===== config.mk =====
export PLATFORM = sky130hd
export DESIGN_NAME = flagunit
export DESIGN_NICKNAME = d
export VERILOG_FILES = /design/src/rtl/flagunit_pkg.sv /design/src/rtl/fu_truth.sv /design/src/rtl/fu_clamp.sv /design/src/rtl/fu_bitop.sv /design/src/rtl/flagunit.sv
export SDC_FILE = /design/constraint.sdc
export NUM_CORES = 1
export LEC_CHECK = 0
export CAP_MARGIN = 40
export CORE_MARGIN = 3
export CORE_UTILIZATION = 40
export CTS_CLUSTER_DIAMETER = 150
export DETAILED_ROUTE_END_ITERATION = 12
export GPL_TIMING_DRIVEN = 0
export PLACE_DENSITY_LB_ADDON = 0.2
export SLEW_MARGIN = 40
export SYNTH_ARGS = -nofsm -noshare
export SYNTH_HDL_FRONTEND = slang
export SYNTH_SLANG_ARGS = --single-unit

===== constraint.sdc =====
create_clock -name clk -period 1 [get_ports clk]
set_input_delay 0.2 -clock clk [delete_from_list [all_inputs] [get_ports clk]]
set_output_delay 0.2 -clock clk [all_outputs]
set_load 0.1 [all_outputs]

===== src/rtl/flagunit_pkg.sv =====
package flagunit_pkg;
  localparam int unsigned OP_W   = 7;
  localparam int unsigned CODE_W = 4;
  localparam int unsigned SUB_W  = 9;

  localparam logic [OP_W-1:0] OP_FMOD = 7'h12;
  localparam logic [OP_W-1:0] OP_FLEU = 7'h20;
  localparam logic [OP_W-1:0] OP_FLES = 7'h21;
  localparam logic [OP_W-1:0] OP_FGEU = 7'h22;
  localparam logic [OP_W-1:0] OP_FGES = 7'h23;
  localparam logic [OP_W-1:0] OP_BCLR = 7'h30;
  localparam logic [OP_W-1:0] OP_BSET = 7'h31;
  localparam logic [OP_W-1:0] OP_BINV = 7'h32;

  localparam logic [SUB_W-1:0] FMOD_SUB = 9'b001101111;

  typedef enum logic [1:0] {
    BK_CLR = 2'd0,
    BK_SET = 2'd1,
    BK_INV = 2'd2
  } bit_kind_e;
endpackage


===== src/rtl/fu_truth.sv =====
module fu_truth
  import flagunit_pkg::*;
(
  input  logic [CODE_W-1:0] code,
  input  logic              c_old,
  input  logic              z_old,
  output logic              value
);
  always_comb begin
    value = code[{c_old, z_old}];
  end
endmodule


===== src/rtl/fu_clamp.sv =====
module fu_clamp #(
  parameter int unsigned DATA_W = 32
) (
  input  logic [DATA_W-1:0] d,
  input  logic [DATA_W-1:0] s,
  input  logic              is_signed,
  input  logic              is_ge,
  output logic [DATA_W-1:0] res,
  output logic              replaced,
  output logic              zero
);
  logic d_gt_s;
  logic d_lt_s;

  always_comb begin
    if (is_signed) begin
      d_gt_s = $signed(d) > $signed(s);
      d_lt_s = $signed(d) < $signed(s);
    end else begin
      d_gt_s = d > s;
      d_lt_s = d < s;
    end
    replaced = is_ge ? d_lt_s : d_gt_s;
    res      = replaced ? s : d;
    zero     = (res == '0);
  end
endmodule


===== src/rtl/fu_bitop.sv =====
module fu_bitop
  import flagunit_pkg::*;
#(
  parameter int unsigned DATA_W = 32,
  localparam int unsigned IDX_W = $clog2(DATA_W)
) (
  input  logic [DATA_W-1:0] d,
  input  logic [IDX_W-1:0]  idx,
  input  bit_kind_e         kind,
  output logic [DATA_W-1:0] res
);
  logic [DATA_W-1:0] mask;

  always_comb begin
    mask = '0;
    mask[idx] = 1'b1;
    unique case (kind)
      BK_CLR:  res = d & ~mask;
      BK_SET:  res = d | mask;
      BK_INV:  res = d ^ mask;
      default: res = d;
    endcase
  end
endmodule


===== src/rtl/flagunit.sv =====
module flagunit
  import flagunit_pkg::*;
#(
  parameter int unsigned DATA_W = 32,
  parameter int unsigned INSN_W = 32,
  localparam int unsigned IDX_W = $clog2(DATA_W),
  localparam int unsigned NCODE = 3
) (
  input  logic              clk,
  input  logic              rst_n,
  input  logic              in_valid,
  input  logic [INSN_W-1:0] in_instr,
  input  logic [DATA_W-1:0] in_d,
  input  logic [DATA_W-1:0] in_s,
  input  logic              in_wc,
  input  logic              in_wz,
  output logic [DATA_W-1:0] out_result,
  output logic              out_wr,
  output logic              out_c,
  output logic              out_z
);
  // reset release synchroniser
  logic rst_meta, rst_ok;
  always_ff @(posedge clk or negedge rst_n) begin
    if (!rst_n) begin
      rst_meta <= 1'b0;
      rst_ok   <= 1'b0;
    end else begin
      rst_meta <= 1'b1;
      rst_ok   <= rst_meta;
    end
  end

  // field split
  logic [CODE_W-1:0] f_cond, f_ccode, f_zcode;
  logic [OP_W-1:0]   f_op;
  logic [3:0]        f_rsv;
  logic [SUB_W-1:0]  f_sub;
  assign f_cond  = in_instr[31:28];
  assign f_op    = in_instr[27:21];
  assign f_rsv   = in_instr[20:17];
  assign f_ccode = in_instr[16:13];
  assign f_zcode = in_instr[12:9];
  assign f_sub   = in_instr[8:0];

  // three truth-table evaluators on the old flags: condition, new C, new Z
  logic [CODE_W-1:0] codes [NCODE];
  logic [NCODE-1:0]  tt_val;
  assign codes[0] = f_cond;
  assign codes[1] = f_ccode;
  assign codes[2] = f_zcode;

  for (genvar g = 0; g < NCODE; g++) begin : g_tt
    fu_truth u_tt (
      .code  (codes[g]),
      .c_old (out_c),
      .z_old (out_z),
      .value (tt_val[g])
    );
  end

  logic cond_ok, fm_c, fm_z;
  assign cond_ok = tt_val[0];
  assign fm_c    = tt_val[1];
  assign fm_z    = tt_val[2];

  // clamp datapath
  logic [DATA_W-1:0] cl_res;
  logic              cl_rep, cl_zero;
  fu_clamp #(.DATA_W(DATA_W)) u_clamp (
    .d         (in_d),
    .s         (in_s),
    .is_signed (f_op[0]),
    .is_ge     (f_op[1]),
    .res       (cl_res),
    .replaced  (cl_rep),
    .zero      (cl_zero)
  );

  // bit datapath
  bit_kind_e         bk;
  logic [DATA_W-1:0] bt_res;
  always_comb begin
    unique case (f_op)
      OP_BSET: bk = BK_SET;
      OP_BINV: bk = BK_INV;
      default: bk = BK_CLR;
    endcase
  end

  fu_bitop #(.DATA_W(DATA_W)) u_bit (
    .d    (in_d),
    .idx  (in_s[IDX_W-1:0]),
    .kind (bk),
    .res  (bt_res)
  );

  // next state
  logic              exec;
  logic              fm_hit;
  logic              nxt_c, nxt_z, nxt_wr;
  logic              res_en;
  logic [DATA_W-1:0] nxt_res;

  assign exec   = in_valid && cond_ok;
  assign fm_hit = (f_rsv == '0) && (f_sub == FMOD_SUB);

  always_comb begin
    nxt_c   = out_c;
    nxt_z   = out_z;
    nxt_wr  = 1'b0;
    nxt_res = out_result;
    if (exec) begin
      unique case (f_op)
        OP_FMOD: begin
          if (fm_hit) begin
            if (in_wc) nxt_c = fm_c;
            if (in_wz) nxt_z = fm_z;
          end
        end
        OP_FLEU, OP_FLES, OP_FGEU, OP_FGES: begin
          nxt_wr  = 1'b1;
          nxt_res = cl_res;
          if (in_wc) nxt_c = cl_rep;
          if (in_wz) nxt_z = cl_zero;
        end
        OP_BCLR, OP_BSET, OP_BINV: begin
          nxt_wr  = 1'b1;
          nxt_res = bt_res;
        end
        default: ;
      endcase
    end
  end

  assign res_en = nxt_wr;

  // registers
  always_ff @(posedge clk or negedge rst_ok) begin
    if (!rst_ok) begin
      out_c  <= 1'b0;
      out_z  <= 1'b0;
      out_wr <= 1'b0;
    end else begin
      out_c  <= nxt_c;
      out_z  <= nxt_z;
      out_wr <= nxt_wr;
    end
  end

  always_ff @(posedge clk or negedge rst_ok) begin
    if (!rst_ok) begin
      out_result <= '0;
    end else if (res_en) begin
      out_result <= nxt_res;
    end
  end
endmodule


==> out/summary.txt, run 1 <==
Post-route DRC -> 0
Drt initial violations -> 426
Max transition margin -> 39.4%
Post-synthesis sequential area ratio -> 19.3%
Vias in the first global route -> 5685
Internal Pwr Total -> 5990 µW
WL per Instance -> 20.2 µm
FF+latch area -> 973 µm²
Final core utilization -> 64.4%
DRT Wirelength -> 18700 µm
Startpoint class of the critical path -> input port
Comb pwr share -> 64.2%
Fillers -> 975
Core region area -> 11600 µm²
Global placement routability congestion -> 0.905
Failing checks -> negative setup slack
TritonCTS Sinks -> 37
Starting density of the core -> 41.4%
Placed insts -> 886
Maximum vdd ir drop -> 1.39 mV
Period Utilization, post-route -> 236%
Max cap viols -> 0
CTS root buf -> clkbuf_16
N_diodes -> 0
Worst-Skew Late Latency -> 290 ps
Crit Path Max Fanout -> 10
Worst EP arrival -> 2580 ps
Most frequent cells in the layout -> a21oi_1, nor2_1, ha_1
Pin slew with the least headroom to its limit -> 905 ps
Routed vias -> 5458
Row cnt -> 39
Total track usage -> 27.9%
Die Y -> 115 µm
#FFs+latches synth -> 37
Seq pwr share -> 21.0%
Unique cell type count in the Yosys netlist -> 37
CP Capture Type -> flip-flop
Cells after Synth -> 609
Status -> finished, violations left
Clock Skew -> 4.43 ps
# setup viols final -> 70
Commonest non-fill, non-tap cell in the layout -> a21oi_1
# IOs -> 136
Vias/cell -> 5.92
Crit path required time -> 1220 ps
CTS Buf Count -> 5
PnR worst setup slack -> -1360 ps
Synth Flop Type -> dfrtp_1
Largest net degree at the start of global routing -> 36
Multi-input logic area -> 3980 µm²
Drt pass-1 iters -> 5
Final setup TNS -> -48250 ps
RSZ-0062 raised after global routing -> true
HP Class -> in -> async
Final HPWL DP -> 13600 µm
P_leak -> 0.00310 µW
Antenna violations before repair -> 0
Min Tclk post-route -> 2360 ps
DIE AREA -> 13300 µm²
Synth warnings -> 0
Fin area -> 7450 µm²
CTS tree -> done
Final Hold Vio Count -> 0
Net Count, Synth -> 806
Layout Cells excl Fill -> 922
Htree depth -> 2
Reg2Reg Setup Slack -> -1230 ps
Clock Pin Slew Worst Setup and Hold Paths -> 60 ps
Power per cell area -> 1580 nW/µm²
PnR Total Power -> 11800 µW
P_sw -> 5800 µW
Post-CTS Hold Fix Bufs -> 0
Global-route wire length before repair -> 29400 µm
GRT overflow -> 0
F_max -> 423 MHz
Critical Setup Path Class -> in -> reg
Antenna Nets Post-Route -> 0
Share of post-route cells with drive strength above 1 -> 34.5%
Ys async rst share -> 100%
Clock Tree Buf Depth -> 2
Final nets -> 975
Number of flops mapped to enable cells by yosys -> 0
IO Port Bufs -> 134
Placed cell area -> 6390 µm²
Cell area after synthesis -> 4790 µm²
Synthesis-to-finish area growth -> 55.5%
Avg Inst Size Synth -> 7.87 µm²
Die Wd -> 115 µm
Final Max Tran Viols -> 0
Clock Power Share -> 14.8%
Sw frac -> 49.2%
[synth_stat cells, types with 3 or more instances]
cell type / n / area share [%]
a21oi_1: 80 / 8.4
buf_6: 3 / 0.71
dfrtp_1: 37 / 19
o21ai_0: 7 / 0.73
mux4_2: 3 / 1.4
o221a_1: 30 / 7.1
nand3_1: 5 / 0.52
nor2_1: 71 / 5.6
nand4_1: 13 / 1.7
inv_1: 67 / 5.2
nor4_1: 15 / 2.0
nor2b_1: 36 / 4.7
a211oi_1: 33 / 5.2
nand2_1: 45 / 3.5
a21o_1: 4 / 0.63
buf_2: 6 / 0.63
ha_1: 96 / 25
clkbuf_1: 23 / 1.8
nor3_1: 12 / 1.3
[path summary, 6_finish.rpt]
check | start | endpoint | cells after the start
min | rst_n | rst_ok | 1
min in group clk | in_s[30] | out_result[30] | 2
min reg2reg | rst_ok | out_z | 0
max in group asynchronous | rst_ok | out_z | 0
max reg2reg | out_z | out_result[21] | 9
max | in_s[14] | out_result[21] | 14
[power by group through the flow]
stage / combinational, µW / clock, µW / sequential [µW]
6_report: 7570 / 1750 / 2470
5_1_grt: 7910 / 1830 / 2530
4_1_cts: 7120 / 1780 / 2410
3_5_place_dp: 6000 / 0 / 2270
2_1_floorplan: 1560 / 0 / 5260
3_3_place_gp: 6300 / 0 / 2270
[metrics by stage]
stage | hold slack (ps) | worst slack (ps)
global route | 75.8 | -1480
global placement | 336 | -2400
detailed placement | 327 | -2450
floorplan | -95.6 | -1270
finish | 72.0 | -1360
CTS | 71.2 | -1340
[registers in the layout, indices dropped and copies added, names as in the netlist]
signal	count
out_result	32
out_z	1
rst_meta	1
rst_ok	1
out_wr	1
out_c	1
[worst max-delay path: stages]
cell,delay (ps)
buf_8,100
inv_4,50
ha_4,200
nand4_1,180
nor2_2,80
a22o_1,190
a2111o_1,350
a21oi_4,200
xnor2_4,170
nor3_2,70
a41oi_2,230
buf_4,170
buf_4,180
o221a_1,220
[final cells by class]
cell class | count | area share [%]
plain buffers | 31 | 2.28
inverters | 67 | 3.63
clock inverters | 1 | 0.0672
clock buffers | 7 | 2.05
multi-input cells | 472 | 53.4
flip-flops and latches | 37 | 13.1
repair buffers | 164 | 23.1
well taps | 143 | 2.40
[metal layers]
layer  wire (µm)  track usage [%]  share of wire [%]
met1        7490             34.8                 40
met2        9200             48.0                 49
met3        1440             5.22                7.7
met4         518             9.78                2.8
met5           0                0                  0
[cell families after synthesis]
kind of cell / synth area share (%)
muxes: 2.06
other: 0.0783
xor gates and xnor gates: 0.340
AOI/OAI and AO/OA: 24.2
and+or+nand+nor: 20.5
DFF: 19.3
buffers and inverters: 8.46
adders and majority gates: 25.1
[what timing repair did]
item	CTS	global route
cloned	2	1
pin swaps	38	10
resized for setup	485	45
endpoints found under the setup margin	70	70
buffers inserted	19	9
No activity file was read; power rests on OpenSTA's default activity.
==> run 2, diff against run 1 <==
SLEW_MARGIN = 30   (was 40)
==> out/summary.txt, run 2 (same netlist as run 1, synthesis figures left out) <==
Antenna Nets Post-Route -> 0 (unchanged)
Startpoint class of the critical path -> input port
Clock Skew -> 2.54 ps (-1.89 ps)
Final Hold Vio Count -> 0 (unchanged)
Failing checks -> negative setup slack
Die Wd -> 115 µm (unchanged)
Final HPWL DP -> 14000 µm (+2.5%)
PnR worst setup slack -> -1480 ps (-122 ps)
DRT Wirelength -> 18600 µm (-0.16%)
Max transition margin -> 39.5% (+0.049 points)
RSZ-0062 raised after global routing -> true
Routed vias -> 5576 (+2.2%)
CP cell instances -> buf_12, clkinvlp_4, ha_4, a21oi_2, o21ai_2, a2111o_1, a21oi_4, xnor2_4, buf_6, nor3_4, a41oi_2, buf_6, buf_8, o221a_1
Crit Path Max Fanout -> 10 (unchanged)
Drt pass-1 iters -> 4 (-1)
Vias in the first global route -> 5813 (+2.3%)
F_max -> 402 MHz (-4.9%)
CP dominant cell by count -> buf_6
Min Hold Slack -> 68.2 ps (-3.85 ps)
Total track usage -> 28.2% (+0.37 points)
Reg with most FFs -> out_result
DIE AREA -> 13300 µm² (unchanged)
CP Capture Type -> flip-flop
WL per Instance -> 19.2 µm (-5.1%)
Die Y -> 115 µm (unchanged)
Crit path required time -> 1220 ps (about the same)
Number of flip-flops in the largest register -> 32 (unchanged)
Final setup TNS -> -55880 ps (-7630 ps)
Final nets -> 1023 (+4.9%)
P_leak -> 0.00344 µW (+11%)
Power per cell area -> 1600 nW/µm² (+0.81%)
TritonCTS Sinks -> 37 (unchanged)
Most frequent cells in the layout -> a21oi_1, nor2_1, ha_1
Worst-Skew Late Latency -> 290 ps (about the same)
# setup viols final -> 70 (unchanged)
Post-route DRC -> 0 (unchanged)
Core region area -> 11600 µm² (unchanged)
Pin slew with the least headroom to its limit -> 905 ps (-0.734 ps)
Max cap viols -> 0 (unchanged)
Largest net degree at the start of global routing -> 19 (-47%)
Antenna violations before repair -> 0 (unchanged)
CTS tree -> done
Final Max Tran Viols -> 0 (unchanged)
HP Class -> in -> async
# IOs -> 136 (unchanged)
Global placement routability congestion -> 0.905 (unchanged)
Global-route wire length before repair -> 29700 µm (+1.2%)
Synthesis-to-finish area growth -> 68.8%
CTS Buf Count -> 5 (unchanged)
Critical Setup Path Class -> in -> reg
Post-CTS Hold Fix Bufs -> 0 (unchanged)
FF+latch area -> 971 µm² (-0.26%)
Multi-input logic area -> 3980 µm² (+0.16%)
Crit path max-delay cell type -> a2111o_1
Row cnt -> 39 (unchanged)
Status -> finished, violations left
Commonest non-fill, non-tap cell in the layout -> a21oi_1
IO Port Bufs -> 134 (unchanged)
CP delay by family, top -> compound AO/OA/AOI/OAI gates
Starting density of the core -> 41.4% (unchanged)
Share of post-route cells with drive strength above 1 -> 37.5% (+3.0 points)
Maximum vdd ir drop -> 1.57 mV (+12%)
Drt initial violations -> 471 (+11%)
Critical path buffer and inverter count -> 5 (+1)
Vias/cell -> 5.75 (-2.9%)
Critical path's largest stage delay -> 490 ps (+140 ps)
CTS root buf -> clkbuf_16
Min Tclk post-route -> 2480 ps (+122 ps)
Final core utilization -> 69.9% (+5.5 points)
Clock Tree Buf Depth -> 2 (unchanged)
Period Utilization, post-route -> 248% (+12 points)
Worst EP arrival -> 2700 ps (+120 ps)
Htree depth -> 2 (unchanged)
Clock Pin Slew Worst Setup and Hold Paths -> 60 ps (about the same)
N_diodes -> 0 (unchanged)
Fillers -> 896 (-8.1%)
GRT overflow -> 0 (unchanged)
run 2: cell types whose count changed in the layout (fill, tap and decap cells not counted), moves of 2 or more:
| cell | before | now |
|---|---|---|
| buf_6 | 22 | 42 |
| clkdlybuf4s15_2 | 1 | 10 |
| buf_12 | 31 | 36 |
| buf_8 | 4 | 9 |
| inv_2 | 21 | 16 |
| buf_16 | 0 | 4 |
| clkbuf_4 | 0 | 4 |
| inv_1 | 40 | 44 |
| clkdlybuf4s50_1 | 35 | 32 |
| dlygate4sd2_1 | 0 | 3 |
| a21oi_4 | 2 | 4 |
| clkbuf_1 | 21 | 23 |
run 2: worst paths after layout:
| check | slack, ps | depth (start not counted) | from | end |
|---|---|---|---|---|
| hold reg to reg | 240 | 0 | rst_ok | out_wr |
| setup / recovery | -1480 | 14 | in_s[3] | out_result[3] |
| setup reg to reg | -1270 | 8 | out_z | out_result[13] |
| min in group clk | 200 | 2 | in_d[5] | out_result[5] |
| hold / removal | 70 | 1 | rst_n | rst_meta |
| max in group asynchronous | 270 | 1 | rst_ok | out_result[14] |
run 2: where the power goes:
group	total, µW	internal (µW)	switching [µW]	leakage [µW]
logic	8920	3920	5000	0.00296
clock network	1670	997	674	0.0000712
registers	2320	1980	332	0.000411
total	12900	6900	6010	0.00344
run 2: repair_timing:
action,CTS,global route
cloned,2,1
buffers inserted,21,22
gates resized for setup,553,37
pin swaps,36,20
setup endpoints to repair,70,70
run 2: final cells by class:
type / instances / area share, %
Clock buffer: 8 / 1.81
Tap cell: 143 / 2.21
Buffer: 32 / 2.47
Inverter: 67 / 3.37
Sequential cell: 37 / 12.0
Multi-Input combinational cell: 472 / 49.2
Timing Repair Buffer: 211 / 28.9
run 2: routing by layer:
layer | up-vias | part of all wire [%] | global-route usage (%)
met1 | 2690 | 41 | 35.3
met4 | 0 | 2.4 | 9.15
met5 | - | 0 | 0
met3 | 42 | 7.6 | 4.91
li1 | 2617 | - | -
met2 | 227 | 49 | 49.3
run 2: worst register-to-register path, delay by kind of cell, from the launching register on:
family | cells | cell delay, ps
compound gates | 3 | 780
mux | 1 | 370
buf+inv | 2 | 300
simple gates | 2 | 210
flops | 1 | 490
run 2: metrics by stage:
step / setup slack [ps] / power, µW / std cells / cell area [µm²]
after floorplan: -1270 / 6820 / 609 / 5040
after global placement: -2400 / 8570 / 886 / 6560
after detailed placement: -2450 / 10100 / 922 / 7130
after CTS: -1380 / 12800 / 952 / 7870
after global routing: -1560 / 13500 / 970 / 8090
final: -1480 / 12900 / 970 / 8090
